**src/rtl/rst_seq_pkg.sv**
```systemverilog
package rst_seq_pkg;
  typedef enum logic [1:0] {
    ST_LOCK   = 2'd0,
    ST_WAIT   = 2'd1,
    ST_WDHOLD = 2'd2,
    ST_RUN    = 2'd3
  } seqState_t;

  typedef struct packed {
    logic      phaseClr;
    logic      wdtRun;
    seqState_t phase;
  } ctlStrobe_t;
endpackage

```
**src/rtl/rst_seq_dp.sv**
```systemverilog
module rst_seq_dp
  import rst_seq_pkg::*;
#(
  parameter int LOCK_TICKS = 1,
  parameter int WAIT_TICKS = 95,
  parameter int WDR_TICKS  = 2,
  parameter int WDT_TICKS  = 8,
  parameter int ADDR_W     = 8,
  parameter logic [ADDR_W-1:0] KICK_ADDR = 8'h26
) (
  input  logic              clk,
  input  logic              pwrGood,
  input  logic              tick,
  input  logic              busWrEn,
  input  logic [ADDR_W-1:0] busAddr,
  input  ctlStrobe_t        strobe,
  output logic              phaseDone,
  output logic              wdtExpire
);
  localparam int MAX_A  = (LOCK_TICKS > WAIT_TICKS) ? LOCK_TICKS : WAIT_TICKS;
  localparam int MAX_PH = (MAX_A > WDR_TICKS) ? MAX_A : WDR_TICKS;
  localparam int PH_W   = $clog2(MAX_PH + 1);
  localparam int WD_W   = $clog2(WDT_TICKS + 1);

  logic [PH_W-1:0] phaseCnt;
  logic [PH_W-1:0] phaseLimit;
  logic [WD_W-1:0] wdtCnt;
  logic            kick;
  logic            phaseActive;

  assign kick        = busWrEn && (busAddr == KICK_ADDR);
  assign phaseActive = (strobe.phase != ST_RUN);

  always_comb begin
    case (strobe.phase)
      ST_LOCK:   phaseLimit = PH_W'(LOCK_TICKS - 1);
      ST_WAIT:   phaseLimit = PH_W'(WAIT_TICKS - 1);
      ST_WDHOLD: phaseLimit = PH_W'(WDR_TICKS - 1);
      default:   phaseLimit = '0;
    endcase
  end

  assign phaseDone = tick && phaseActive && (phaseCnt == phaseLimit);
  assign wdtExpire = strobe.wdtRun && tick && !kick && (wdtCnt == WD_W'(WDT_TICKS - 1));

  always_ff @(posedge clk) begin
    if (!pwrGood || strobe.phaseClr || !phaseActive) begin
      phaseCnt <= '0;
    end else if (tick && (phaseCnt != phaseLimit)) begin
      phaseCnt <= phaseCnt + 1'b1;
    end
  end

  always_ff @(posedge clk) begin
    if (!pwrGood || !strobe.wdtRun || kick) begin
      wdtCnt <= '0;
    end else if (tick) begin
      if (wdtCnt == WD_W'(WDT_TICKS - 1)) wdtCnt <= '0;
      else wdtCnt <= wdtCnt + 1'b1;
    end
  end

  // the watchdog count never passes its rollover limit
  a_r6_no_overflow: assert property (@(posedge clk) disable iff (!pwrGood)
    wdtCnt < WD_W'(WDT_TICKS));

  // a restart write leaves the count at zero on the next cycle
  a_r5_kick_clears: assert property (@(posedge clk) disable iff (!pwrGood)
    kick |=> (wdtCnt == '0));

  // the count sits at zero for as long as the core is held
  a_r9_idle_in_hold: assert property (@(posedge clk) disable iff (!pwrGood)
    (!strobe.wdtRun && $past(!strobe.wdtRun)) |-> (wdtCnt == '0));
endmodule

```
**src/rtl/rst_seq_ctrl.sv**
```systemverilog
module rst_seq_ctrl
  import rst_seq_pkg::*;
(
  input  logic       clk,
  input  logic       pwrGood,
  input  logic       usbBusReset,
  input  logic       phaseDone,
  input  logic       wdtExpire,
  output ctlStrobe_t strobe,
  output logic       cpuReset,
  output logic       porFlag,
  output logic       wdtFlag,
  output logic       busResetPending
);
  seqState_t state;
  seqState_t nextState;
  logic      abortHit;
  logic      wdtHit;

  assign abortHit = (state == ST_WAIT) && usbBusReset;
  assign wdtHit   = (state == ST_RUN) && wdtExpire;

  always_comb begin
    nextState = state;
    case (state)
      ST_LOCK:   if (phaseDone) nextState = ST_WAIT;
      ST_WAIT:   if (usbBusReset || phaseDone) nextState = ST_RUN;
      ST_WDHOLD: if (phaseDone) nextState = ST_RUN;
      default:   if (wdtExpire) nextState = ST_WDHOLD;
    endcase
  end

  assign strobe.phaseClr = (nextState != state);
  assign strobe.wdtRun   = (state == ST_RUN);
  assign strobe.phase    = state;
  assign cpuReset        = (state != ST_RUN);

  always_ff @(posedge clk) begin
    if (!pwrGood) begin
      state           <= ST_LOCK;
      porFlag         <= 1'b1;
      wdtFlag         <= 1'b0;
      busResetPending <= 1'b0;
    end else begin
      state <= nextState;
      if (abortHit) busResetPending <= 1'b1;
      if (wdtHit) begin
        wdtFlag         <= 1'b1;
        porFlag         <= 1'b0;
        busResetPending <= 1'b0;
      end
    end
  end

  // power-good low forces the power-on reset state
  a_r1_por_state: assert property (@(posedge clk)
    !pwrGood |=> (cpuReset && porFlag && !wdtFlag && !busResetPending));

  // the core is never released from the lock phase directly
  a_r2_lock_holds: assert property (@(posedge clk) disable iff (!pwrGood)
    (state == ST_LOCK) |=> cpuReset);

  // a bus reset in the abortable phase releases at once and flags pending
  a_r4_abort: assert property (@(posedge clk) disable iff (!pwrGood)
    abortHit |=> (!cpuReset && busResetPending));

  // a watchdog cause never coexists with a fresh power-on cause
  a_r8_cause: assert property (@(posedge clk) disable iff (!pwrGood)
    $rose(wdtFlag) |-> (!porFlag && !busResetPending));

  // the datapath reports expiry only while the core runs
  a_r9_expire_running: assert property (@(posedge clk) disable iff (!pwrGood)
    wdtExpire |-> (state == ST_RUN));
endmodule

```
**src/rtl/rst_sequencer.sv**
```systemverilog
module rst_sequencer
  import rst_seq_pkg::*;
#(
  parameter int LOCK_TICKS = 1,
  parameter int WAIT_TICKS = 95,
  parameter int WDR_TICKS  = 2,
  parameter int WDT_TICKS  = 8,
  parameter int ADDR_W     = 8,
  parameter logic [ADDR_W-1:0] KICK_ADDR = 8'h26
) (
  input  logic              clk,
  input  logic              pwrGood,
  input  logic              tick,
  input  logic              usbBusReset,
  input  logic              busWrEn,
  input  logic [ADDR_W-1:0] busAddr,
  output logic              cpuReset,
  output logic              porFlag,
  output logic              wdtFlag,
  output logic              busResetPending
);
  ctlStrobe_t strobe;
  logic       phaseDone;
  logic       wdtExpire;

  rst_seq_ctrl i_ctrl (
    .clk             (clk),
    .pwrGood         (pwrGood),
    .usbBusReset     (usbBusReset),
    .phaseDone       (phaseDone),
    .wdtExpire       (wdtExpire),
    .strobe          (strobe),
    .cpuReset        (cpuReset),
    .porFlag         (porFlag),
    .wdtFlag         (wdtFlag),
    .busResetPending (busResetPending)
  );

  rst_seq_dp #(
    .LOCK_TICKS (LOCK_TICKS),
    .WAIT_TICKS (WAIT_TICKS),
    .WDR_TICKS  (WDR_TICKS),
    .WDT_TICKS  (WDT_TICKS),
    .ADDR_W     (ADDR_W),
    .KICK_ADDR  (KICK_ADDR)
  ) i_dp (
    .clk       (clk),
    .pwrGood   (pwrGood),
    .tick      (tick),
    .busWrEn   (busWrEn),
    .busAddr   (busAddr),
    .strobe    (strobe),
    .phaseDone (phaseDone),
    .wdtExpire (wdtExpire)
  );
endmodule

```
**config.mk**
```make
export PLATFORM = sky130hd
export DESIGN_NAME = rst_sequencer
export DESIGN_NICKNAME = d
export VERILOG_FILES = /design/src/rtl/rst_seq_pkg.sv /design/src/rtl/rst_seq_dp.sv /design/src/rtl/rst_seq_ctrl.sv /design/src/rtl/rst_sequencer.sv
export SDC_FILE = /design/constraint.sdc
export NUM_CORES = 1
export LEC_CHECK = 0
export CORE_UTILIZATION = 35
export CTS_BUF_LIST = sky130_fd_sc_hd__clkbuf_16
export DETAILED_ROUTE_END_ITERATION = 10
export PLACE_DENSITY = 0.69
export SYNTH_ARGS = -nofsm -noshare
export SYNTH_HDL_FRONTEND = slang
export SYNTH_SLANG_ARGS = --single-unit
export TNS_END_PERCENT = 20
```
**constraint.sdc**
```tcl
create_clock -name clk -period 2.7 [get_ports clk]
set_input_delay 0.81 -clock clk [delete_from_list [all_inputs] [get_ports clk]]
set_output_delay 0.81 -clock clk [all_outputs]
set_load 0.01 [all_outputs]
```
==> impl_metrics.yaml <==
yosys:
  synth-edff-count: 0
  postSynthAreaPerCell_um2: 8.333
  synth_area_um2: 808.3
  ys_ff_latch: 16
  yosysTopAreaCell: "dfxtp_1"
  synthCells: 97
  yosys_warnings: 0
  yosysSeqAreaShare: 0.3963
  synth_area_leaders: "dfxtp_1 40%, nor2_1 7.0%, nand2_1 5.1%"
  synthArstFlopShare: 0
  synth_fp_nets: 112
  synth-main-ff-cell: "dfxtp_1"
  yosysTopAreaCellShare: 0.3963
  synth_cell_types: 35
worst_setup_path:
  r2r_start: "i_dp.phaseCnt[6]$_SDFFE_PP0P_"
  reg2reg_slack_ns: 0.92
  crit_type: "reg -> out"
  required_ns: 1.89
  r2r_end: "i_dp.phaseCnt[4]$_SDFFE_PP0P_"
  worstPathArrival_ns: 1.33
  start_kind: "flip-flop"
  cp_max_fo: 6
  critPathCapture: "cpuReset"
  rr_worst_depth: 5
  critPathLaunch: "i_ctrl.state[0]$_SDFF_PN0_"
  cp-end-kind: "output pin"
finish:
  final_cell_area_mm2: 0.001075
  fin_cells: 143
  area_growth_pct: 32.97
  insertedDiodeCount: 0
  finalNetCount: 131
  layout-drive-gt1-share: 0.07826
power_and_ir_drop:
  seqPwrFrac: 0.409
  leakagePower_nw: 0.3809
  power.internal_mw: 0.4778
  comb_power_share: 0.119
  power_density_mw_per_mm2: 572.7
  clkPwrFrac: 0.472
  switchingPower_mw: 0.1378
  p_sw_frac: 0.2238
  irDropWorstVdd_uv: 369.5
place:
  gp_congestion: 0.8253
  dp.cells: 139
  portBuffers: 16
  detailed_place_hpwl_um: 1254
  postPlaceCellArea_um2: 996.0
hold_path:
  holdCritPathClass: "reg -> reg"
run_status:
  status: "finished, final reports clean"
detailed_routing:
  routedWlPerCell_um: 11.69
  vias: 739
  drtIter0Drc: 9
  remaining_drc_errors: 0
  vias_per_cell: 5.168
  antenna_left: 0
  drt_wl_total_um: 1671
  first_pass_iters: 4
timing:
  worst_clock_skew_ns: 0.005130
  final_hold_viol_count: 0
  setup_tns_ns: 0
  max_slew.worst_pin.slew_ns: 0.6819
  finalCriticalPeriod_ns: 2.142
  rsz0062_at_grt: "false"
  slew_headroom: 0.5406
  fin_crit_sh: 0.7932
  fmax_mhz: 466.9
  final_max_slew_viol_count: 0
  setup_viol: 0
clocking:
  cts.sinks: 16
  cts.htree.levels: 1
  clk_path_buf_depth: 2
  insertion_delay_ns: 0.25
  clkTransAtPathRegs_ns: 0.05
  cts.hold.buffers_added: 0
  cts_buffers: 3
  cts_resized: 0
  ctsRootBufferMaster: "clkbuf_16"
  post-cts-setup-buffer-count: 0
  cts_tree: "yes"
job:
  maxCapViolCount: 0
global_routing:
  track_usage: 0.1582
  grt_pass1_wl_um: 3063
  grt-ovfl-total: 0
  grt_pass1_vias: 732
  antenna_found_initial: 0
  grt_max_degree: 18
die:
  num_rows: 17
  die-area_mm2: 0.002506
  die_width_um: 50.06
  io_pins: 17
  chipHeight_um: 50.06
  core_mm2: 0.002191
  start_util: 0.3689
through the flow:
| step | setup slack (ns) | total power [mW] | hold WS [ns] | utilization |
|---|---|---|---|---|
| 3_3_place_gp | 0.3861 | 0.3277 | 0.4333 | 0.4546 |
| 2_1_floorplan | 0.9627 | 0.2972 | 0.4453 | - |
| 5_1_grt | 0.4425 | 0.6384 | 0.4797 | 0.4906 |
| 4_1_cts | 0.5653 | 0.6174 | 0.4503 | 0.4906 |
| 6_report | 0.5582 | 0.6155 | 0.4469 | 0.4906 |
| 3_5_place_dp | 0.3048 | 0.3290 | 0.4385 | 0.4546 |
final cells by class:
cell class	instances	area (µm²)
clock buffer	3	75.07
sequential	16	320.3
clock inverter	1	3.754
fill	203	1116
timing repair buffer	16	160.2
inverter	2	7.507
tap	28	35.03
multi-input combinational	77	473.0
logic make-up (layout without fill, tap and decap cells):
family,after synthesis,count (layout),synth area share
XOR/XNOR,4,4,0.04335
adder cells (fa/ha/maj),2,2,0.03095
buffers and inverters,4,22,0.01858
AO/OA/AOI/OAI,17,17,0.1409
multiplexers,3,3,0.03870
AND/OR/NAND/NOR,51,51,0.3313
flip-flops,16,16,0.3963
sequential cells by signal (all words and copies together), names as in the netlist:
| register | flops |
|---|---|
| i_ctrl.state | 2 |
| i_ctrl.busResetPending | 1 |
| i_dp.phaseCnt | 7 |
| i_ctrl.wdtFlag | 1 |
| i_dp.wdtCnt | 4 |
| i_ctrl.porFlag | 1 |
critical path: stages, from the launching register on:
cell and delay (ns):
dfxtp_1 0.42, nand2_1 0.16, clkdlybuf4s50_1 0.51
placed cells by master (no fill, tap or decap), drive strengths merged, types with 3 or more instances in the layout:
cell type / count
nor2: 16
dfxtp: 16
nand3: 4
clkdlybuf4s50: 16
nand4: 3
nand2: 11
nor2b: 4
a21oi: 7
clkbuf: 3
nand2b: 3
power by group through the flow:
stage               Sequential (mW)  Clock, mW  Combinational [mW]
floorplan                     0.255          0              0.0423
global placement              0.256          0              0.0716
detailed placement            0.256          0              0.0726
CTS                           0.252      0.292              0.0737
global route                  0.253      0.303              0.0822
finish                        0.252      0.290              0.0733
worst min path at each step:
stage               slack [ns]  cells past startpoint                         from                           to
detailed placement        0.44                      2  i_ctrl.porFlag$_SDFFE_PN1P_  i_ctrl.porFlag$_SDFFE_PN1P_
global placement          0.43                      2  i_ctrl.porFlag$_SDFFE_PN1P_  i_ctrl.porFlag$_SDFFE_PN1P_
CTS                       0.45                      2  i_ctrl.porFlag$_SDFFE_PN1P_  i_ctrl.porFlag$_SDFFE_PN1P_
finish                    0.45                      2  i_ctrl.porFlag$_SDFFE_PN1P_  i_ctrl.porFlag$_SDFFE_PN1P_
floorplan                 0.45                      2  i_dp.wdtCnt[3]$_SDFFE_PP0P_  i_dp.wdtCnt[3]$_SDFFE_PP0P_
global route              0.48                      2  i_ctrl.porFlag$_SDFFE_PN1P_  i_ctrl.porFlag$_SDFFE_PN1P_
metal layers:
metal  wire length [µm]  GRT usage
met5                  0          0
met4                 16    0.05714
met3                 39    0.03704
met2                843     0.2756
met1                771     0.1850
synthesized netlist by cell type, drive strengths merged, types with 2 or more instances:
cell,instances
nor2b,4
ha,2
nor2,16
nand4,3
clkbuf,2
inv,2
o21ai,2
mux2i,2
nand2b,3
nand3,4
a21oi,7
xnor2,2
dfxtp,16
nand2,11
xor2,2
(Power assumes the default switching activity.)
